==> src/rtl/adc_ctrl_pkg.sv <==
// Package: shared helpers for the conversion start controller.
// Assumes prescaler ratio selects below 1 are treated as a ratio of 2.
package adc_ctrl_pkg;

    // Number of low prescaler bits that must all be one for a tick.
    function automatic int unsigned psc_bits(input int unsigned sel);
        return (sel < 1) ? 1 : sel;
    endfunction

endpackage

==> src/rtl/adc_psc.sv <==
// Module: free-running conversion-clock divider.
// Emits a one-cycle tick every 2^k cycles, k from the select value.
// Assumes a clear restarts the count so the first tick follows a full period.
module adc_psc #(
    parameter int PSC_SEL_W = 3,
    parameter int PSC_W     = (1 << PSC_SEL_W) - 1
) (
    input  logic                 clk,
    input  logic                 rst_n,
    input  logic                 clr,
    input  logic [PSC_SEL_W-1:0] sel,
    output logic                 tick
);
    import adc_ctrl_pkg::*;

    logic [PSC_W-1:0] cnt;
    logic [PSC_W-1:0] mask;

    // Build the mask of low bits that must be all ones for a tick.
    always_comb begin
        for (int i = 0; i < PSC_W; i++) begin
            mask[i] = (i < int'(psc_bits(int'(sel))));
        end
    end

    assign tick = ((cnt & mask) == mask);

    // Divider count, restarted on every conversion start.
    always_ff @(posedge clk) begin
        if (!rst_n || clr) begin
            cnt <= '0;
        end else begin
            cnt <= cnt + 1'b1;
        end
    end
endmodule

==> src/rtl/adc_trig_edge.sv <==
// Module: trigger source selector and rising-edge detector.
// Source 0 is the completion flag, sources 1..N-1 are external lines.
// The whole source vector is registered, so moving the selector
// compares like with like and never invents an edge.
module adc_trig_edge #(
    parameter int N_SRC = 8,
    parameter int SEL_W = $clog2(N_SRC)
) (
    input  logic             clk,
    input  logic             rst_n,
    input  logic [N_SRC-2:0] ext,
    input  logic             flag,
    input  logic [SEL_W-1:0] sel,
    output logic             edge_det
);
    logic [N_SRC-1:0] src;
    logic [N_SRC-1:0] prev;

    assign src      = {ext, flag};
    assign edge_det = src[sel] & ~prev[sel];

    // Remember every source's last value for per-line edge detection.
    always_ff @(posedge clk) begin
        if (!rst_n) begin
            prev <= '0;
        end else begin
            prev <= src;
        end
    end
endmodule

==> src/rtl/adc_conv_seq.sv <==
// Module: conversion sequencer standing in for the converter.
// Counts TICKS prescaler ticks after a start, then pulses done.
// Assumes start is only asserted while idle; rerun keeps it busy.
module adc_conv_seq #(
    parameter int TICKS = 13,
    parameter int CNT_W = $clog2(TICKS)
) (
    input  logic clk,
    input  logic rst_n,
    input  logic start,
    input  logic rerun,
    input  logic tick,
    output logic busy,
    output logic done
);
    localparam logic [CNT_W-1:0] LAST = CNT_W'(TICKS - 1);

    logic [CNT_W-1:0] cnt;

    assign done = busy & tick & (cnt == LAST);

    // Busy state and tick count across one conversion.
    always_ff @(posedge clk) begin
        if (!rst_n) begin
            busy <= 1'b0;
            cnt  <= '0;
        end else if (start) begin
            busy <= 1'b1;
            cnt  <= '0;
        end else if (done) begin
            busy <= rerun;
            cnt  <= '0;
        end else if (busy && tick) begin
            cnt  <= cnt + 1'b1;
        end
    end
endmodule

==> src/rtl/adc_start_ctrl.sv <==
// Module: top of the conversion start and auto-trigger controller.
// Gates software and trigger starts, runs the sequencer, keeps the
// completion flag, latches the channel and writes a stub result.
// Assumes flag_clr and start_wr are single-cycle strobes.
module adc_start_ctrl #(
    parameter int N_SRC      = 8,
    parameter int SEL_W      = $clog2(N_SRC),
    parameter int PSC_SEL_W  = 3,
    parameter int CH_W       = 4,
    parameter int SEQ_W      = 6,
    parameter int CONV_TICKS = 13
) (
    input  logic                  clk,
    input  logic                  rst_n,
    input  logic                  start_wr,
    input  logic                  pwr_off,
    input  logic                  auto_en,
    input  logic [SEL_W-1:0]      trig_sel,
    input  logic [N_SRC-2:0]      trig_in,
    input  logic [PSC_SEL_W-1:0]  psc_sel,
    input  logic [CH_W-1:0]       chan_sel,
    input  logic                  flag_clr,
    output logic                  busy,
    output logic                  cmp_flag,
    output logic [CH_W-1:0]       cur_chan,
    output logic [CH_W+SEQ_W-1:0] result
);
    logic edge_det;
    logic tick;
    logic done_w;
    logic go;
    logic rerun;
    logic relaunch;
    logic [SEQ_W-1:0] seq;

    // Any start is blocked while powered down or already converting.
    assign go       = ~busy & ~pwr_off & (start_wr | (auto_en & edge_det));
    // Selecting the own flag with auto-trigger on means free-running.
    assign rerun    = auto_en & ~pwr_off & (trig_sel == '0);
    assign relaunch = go | (done_w & rerun);

    adc_trig_edge #(.N_SRC(N_SRC), .SEL_W(SEL_W)) u_edge (
        .clk      (clk),
        .rst_n    (rst_n),
        .ext      (trig_in),
        .flag     (cmp_flag),
        .sel      (trig_sel),
        .edge_det (edge_det)
    );

    adc_psc #(.PSC_SEL_W(PSC_SEL_W)) u_psc (
        .clk   (clk),
        .rst_n (rst_n),
        .clr   (relaunch),
        .sel   (psc_sel),
        .tick  (tick)
    );

    adc_conv_seq #(.TICKS(CONV_TICKS)) u_seq (
        .clk   (clk),
        .rst_n (rst_n),
        .start (go),
        .rerun (rerun),
        .tick  (tick),
        .busy  (busy),
        .done  (done_w)
    );

    // Completion flag: completion wins over a same-cycle clear.
    always_ff @(posedge clk) begin
        if (!rst_n) begin
            cmp_flag <= 1'b0;
        end else if (done_w) begin
            cmp_flag <= 1'b1;
        end else if (flag_clr) begin
            cmp_flag <= 1'b0;
        end
    end

    // Channel latch, loaded only when a conversion (re)starts.
    always_ff @(posedge clk) begin
        if (!rst_n) begin
            cur_chan <= '0;
        end else if (relaunch) begin
            cur_chan <= chan_sel;
        end
    end

    // Stub result and completion counter, written at each completion.
    always_ff @(posedge clk) begin
        if (!rst_n) begin
            result <= '0;
            seq    <= '0;
        end else if (done_w) begin
            result <= {cur_chan, seq};
            seq    <= seq + 1'b1;
        end
    end
endmodule

==> config.mk <==
export PLATFORM = sky130hd
export DESIGN_NAME = adc_start_ctrl
export DESIGN_NICKNAME = d
export VERILOG_FILES = /design/src/rtl/adc_ctrl_pkg.sv /design/src/rtl/adc_psc.sv /design/src/rtl/adc_trig_edge.sv /design/src/rtl/adc_conv_seq.sv /design/src/rtl/adc_start_ctrl.sv
export SDC_FILE = /design/constraint.sdc
export NUM_CORES = 1
export LEC_CHECK = 0
export CAP_MARGIN = 5
export CORE_UTILIZATION = 53
export DETAILED_ROUTE_END_ITERATION = 7
export MAX_ROUTING_LAYER = met4
export PLACE_DENSITY = 0.83
export SKIP_LAST_GASP = 1
export SLEW_MARGIN = 20
export SYNTH_ARGS = -nofsm -noshare
export SYNTH_HDL_FRONTEND = slang
export SYNTH_SLANG_ARGS = --single-unit
==> constraint.sdc <==
create_clock -name clk -period 5.1 [get_ports clk]
set_clock_uncertainty 0.15 [all_clocks]
set_input_delay 1.02 -clock clk [delete_from_list [all_inputs] [get_ports clk]]
set_output_delay 1.02 -clock clk [all_outputs]
set_load 0.02 [all_outputs]
; ---- Word-level counts from Yosys, hierarchy flattened
; Index checks and enable logic that the tools add are counted.
[op_classes]
addsub = 3
order_cmp = 9
n_eq_ne = 2
n_mux = 9
bitwise = 16
reduce_logical = 7
[op_table]
columns = cell, count
row1 = < comparator 4 x 32 -> 1 bit (first input constant), 3
row2 = < comparator 3 x 32 -> 1 bit (first input constant), 2
row3 = < comparator 2 x 32 -> 1 bit (first input constant), 1
row4 = AND 1 bit, 9
row5 = adder 7 x 1 -> 7 bit (second input constant), 1
row6 = AND 7 bit, 1
row7 = equality test 7 bit, 1
row8 = adder 6 x 1 -> 6 bit (second input constant), 1
row9 = binary-select mux 1 bit (select 3 bit), 2
row10 = 2-to-1 mux 1 bit, 6
row11 = adder 4 x 1 -> 4 bit (second input constant), 1
row12 = equality test 4 bit (second input constant), 1
row13 = < comparator 3 x 4 -> 1 bit (second input constant), 1
row14 = inverter 1 bit, 4
row15 = nonzero test 2 bit, 2
row16 = zero test 3 bit, 1
row17 = < comparator 1 x 3 -> 1 bit (first input constant), 1
row18 = < comparator 3 x 1 -> 1 bit (second input constant), 1
row19 = 2-to-1 mux 3 bit, 1
row20 = OR reduction 3 bit, 1
row21 = OR 1 bit, 2
row22 = logical AND 1 bit, 1
row23 = zero test 1 bit, 1
row24 = logical OR 1 bit, 1
[totals]
regBits = 41
in_bits = 23
output_inout_bits = 16
word_cells = 54

; ---- Logic depth before layout (Yosys ltp)
[depth]
word_depth = 10
mapped_depth = 9

; ---- Cells and area by module
; Synthesis repeated with hierarchy kept, for this count alone.
[hier_totals]
hier_cells = 183
area_unflattened_um2 = 1798.0
[modules_own_cells]
columns = mod, instances, cells_each, area_per_inst_um2
row1 = adc_start_ctrl, 1, 83, 885.8
row2 = adc_psc, 1, 38, 322.8
row3 = adc_trig_edge, 1, 31, 314.1
row4 = adc_conv_seq, 1, 31, 275.3

; ---- Worst setup path before layout
; No wires, ideal clock.
[synth_path]
kind = input-to-reg
start = input port psc_sel[2]
end = register seq[3]
setup_time_ns = 0.070
t_arrival_ns = 2.438
required_time_ns = 4.880
setup_slack_ns = 2.442
cell_stages = 7
path_buffers = 1
path_cell_list = nor2_2 o211ai_2 or3_4 or2_1 buf_6 or3_1 a21boi_1
[synth_between]
elab_chain_len = 7
elab_cells_between_ends = 13
[synth_lines]
columns = element, line_no
row1 = "start, declared", adc_start_ctrl.sv:20  ; input logic [PSC_SEL_W-1:0] psc_sel,
row2 = < comparator 3 x 1 -> 1 bit, adc_ctrl_pkg.sv:7  ; return (sel < 1) ? 1 : sel;
row3 = 2-to-1 mux 3 bit *, adc_ctrl_pkg.sv:7
row4 = < comparator 2 x 32 -> 1 bit (tied with other cells), adc_psc.sv:22  ; mask[i] = (i < int'(psc_bits(int'(sel))));
row5 = AND 7 bit, adc_psc.sv:26  ; assign tick = ((cnt & mask) == mask);
row6 = equality test 7 bit *, adc_psc.sv:26
row7 = AND 1 bit * (2 in series), adc_conv_seq.sv:20  ; assign done = busy & tick & (cnt == LAST);
row8 = "end signal, assigned", adc_start_ctrl.sv:96  ; seq <= seq + 1'b1;
row9 = "end, declared", adc_start_ctrl.sv:34  ; logic [SEQ_W-1:0] seq;
; Every way passes the cells marked *; elsewhere a longest branch is shown, timed or not.
; A chain may end at the register's enable or synchronous reset.

; ---- Worst setup path after layout
[layout_path]
start = input port psc_sel[0]
end = register cur_chan[2]
[layout_between]
elab_chain_len = 9
elab_cells_between_ends = 15
[layout_lines]
columns = element, line_no
row1 = < comparator 3 x 1 -> 1 bit, adc_ctrl_pkg.sv:7
row2 = 2-to-1 mux 3 bit *, adc_ctrl_pkg.sv:7
row3 = < comparator 2 x 32 -> 1 bit (tied with other cells), adc_psc.sv:22
row4 = AND 7 bit, adc_psc.sv:26
row5 = equality test 7 bit *, adc_psc.sv:26
row6 = AND 1 bit * (2 in series), adc_conv_seq.sv:20
row7 = AND 1 bit *, adc_start_ctrl.sv:40  ; assign relaunch = go | (done_w & rerun);
row8 = OR 1 bit *, adc_start_ctrl.sv:40
row9 = "end signal, assigned", adc_start_ctrl.sv:85  ; cur_chan <= chan_sel;
row10 = "end, declared", adc_start_ctrl.sv:25  ; output logic [CH_W-1:0] cur_chan,
; Marks and branches as above.

==> results.toml <==
[status]
run_status = "finished, final reports clean"

[grt]
grt_pass1_wl_mm = 5.989
track_usage_pct = 23.16
antenna_found_initial = 0
gr-total-overflow = 0
grt_max_degree = 38
grt_pass1_vias = 1442

[route]
wl_met1_mm = 1.528
dr_wl_met3_um = 106
drt_wl_total_mm = 3.529
wl_met2_mm = 1.837
drtIter0Drc = 71
viasPerCell = 5.237
antenna_left = 0
vias = 1435
drt-pass1-iter-count = 4
dr.max_layer_used = "met4"
wl_per_cell_um = 12.88
drc = 0

[clock_network]
cts_resized = 0
htree_levels = 2
ctsHoldBuffers = 0
clkTransAtPathRegs_ps = 110
cts_tree = "yes"
clock-sinks = 41
cts_setup_buffers = 0
cts_root_buf = "clkbuf_4"
numCtsBuffers = 5
clk_latency_ps = 340
clockBufferDepth = 2

[worst_hold_path]
hp-class = "reg -> reg"

[worst_setup_path]
cp_max_fo = 19
regToRegStartpoint = "u_psc.cnt[4]"
cp.required_ps = 5210
endpoint = "cur_chan[2]"
reg2reg_setup_slack_ps = 2670
critPathLaunchType = "input pin"
startpoint = "psc_sel[0]"
r2r-end = "cur_chan[2]"
reg2regPathDepth = 6
crit_path_end_kind = "register"
worstSetupPathType = "in -> reg"
arrival_ps = 3420

[synth]
synth-seq-cells = 41
synth_top_cell_by_area = "dfxtp_1"
synthCells = 193
ys.flop_type = "dfxtp_1"
yosysTopAreaCellShare_pct = 46.86
syn_nets = 220
yosysSeqAreaShare_pct = 46.86
async_flop_share_pct = 0
syn_area_per_cell_um2 = 9.076
syn_area_mm2 = 0.001752
synth_cell_types = 38
synth_area_leaders = "dfxtp_1, nand2_1, a21boi_0"
yosysWarnings = 0
synth_edf_count = 0

[floorplan]
dieArea_mm2 = 0.003539
die_h_um = 59.49
rows = 20
initial_core_util_pct = 56.45
die_w_um = 59.49
io_pins = 39
core_mm2 = 0.003103

[power_and_ir_drop]
worst_ir_drop_vdd_mv = 0.1615
p_leak_uw = 0.0008193
p_per_area_mw_per_mm2 = 252.3
finalPower_uw = 553.9

[layout]
insertedDiodeCount = 0
drive_above_1_share_pct = 4.348
area_delta_synth_final_pct = 25.36
layout.nets = 257

[flow_run]
cap_violations = 0

[placement]
gp_congestion = 0.7733
dp_hpwl_mm = 2.642
io_buffers = 38

[timing]
tightest_slew_ps = 1029
slew_viol_final = 0
fin_tns_setup_ps = 0
hold_viol_final = 0
maxSlewHeadroom_pct = 31.20
fin_crit_sh_pct = 64.80
finalCriticalPeriod_ps = 3305
rsz0062_at_grt = "false"
fmax_mhz = 302.6
setup_viol = 0
==> registers in the layout (all words and copies together), names as in the netlist <==
name and flops:
result 10, u_edge.prev 8, u_psc.cnt 7, seq 6
cur_chan 4, u_seq.cnt 4, cmp_flag 1, u_seq.busy 1
==> metrics by stage <==
step	cells	hold slack, ps	util (%)	cell area [um^2]	setup slack [ps]
after floorplan	193	286.1	-	1752	2442
after global placement	267	301.3	68.99	2141	1620
after detailed placement	267	317.1	68.99	2141	1460
after CTS	274	332.8	70.77	2196	1829
after global routing	274	355.9	70.77	2196	1592
final	274	326.3	70.77	2196	1795
==> cell usage after synthesis, types with 2 or more instances <==
cell type  instances
a21boi_0          12
a21boi_1           2
and2_1            11
buf_6              2
clkbuf_1           5
dfxtp_1           41
ha_1               4
inv_1              6
mux2i_1            6
nand2_1           38
nand2b_1           4
nand3_1            6
nor2_1            15
nor3b_1            2
nor4_1             3
nor4b_1            2
o211ai_2           2
o21ai_0            3
xnor2_1            7
xor2_1             4
==> final cells by class <==
class	instances	area [um^2]
inverters	6	22.52
well taps	44	55.05
multi-input cells	138	862.1
flip-flops and latches	41	820.8
repair buffers	38	380.4
fillers	272	907.1
clock buffers	7	55.05
==> cell families after synthesis <==
family	after synthesis	synth area share (%)
fa+ha+maj	4	2.857
buf+inv	14	3.928
compound gates	26	11.86
xor+xnor	11	5.500
flops	41	46.86
mux	6	3.429
simple gates	91	25.57
==> layer usage <==
layer / vias up / GRT usage, %
met2: 33 / 41.09
met1: 677 / 24.93
li1: 719 / -
met3: 6 / 4.803
met5: - / -
met4: 0 / 9.635
==> worst max-delay path, cell delays in order <==
cell and delay, ps:
clkdlybuf4s50_1 510, nor2b_1 140, o21ai_0 80, a41oi_1 500
or2_1 600, o21a_1 330, mux2i_1 240
==> how the worst min path moves through the flow <==
stage | from | to | cells past startpoint
floorplan | u_psc.cnt[0] | u_psc.cnt[0] | 1
global placement | u_psc.cnt[0] | u_psc.cnt[0] | 1
detailed placement | result[7] | result[7] | 2
CTS | result[6] | result[6] | 2
global route | result[2] | result[2] | 2
finish | result[6] | result[6] | 2
==> cells in the final DEF (no fill, tap or decap), types with 2 or more instances in the layout <==
master            n
and2_1           11
o211ai_2          2
clkbuf_4          5
o21ai_0           3
a21boi_0         12
nand2_1          38
a21boi_1          2
nor4_1            3
nor2_1           15
inv_1             6
ha_1              4
clkdlybuf4s50_1  38
nand3_1           6
mux2i_1           6
nor3b_1           2
dfxtp_1          41
xor2_1            4
xnor2_1           7
nor4b_1           2
nand2b_1          4
==> power breakdown <==
part           total [uW]  switching, uW  internal (uW)
logic                58.5           26.0           32.5
clock network         161           96.0           65.2
registers             334           6.25            328
total                 554            128            426
Note: power is estimated with default switching activity, not from simulation.
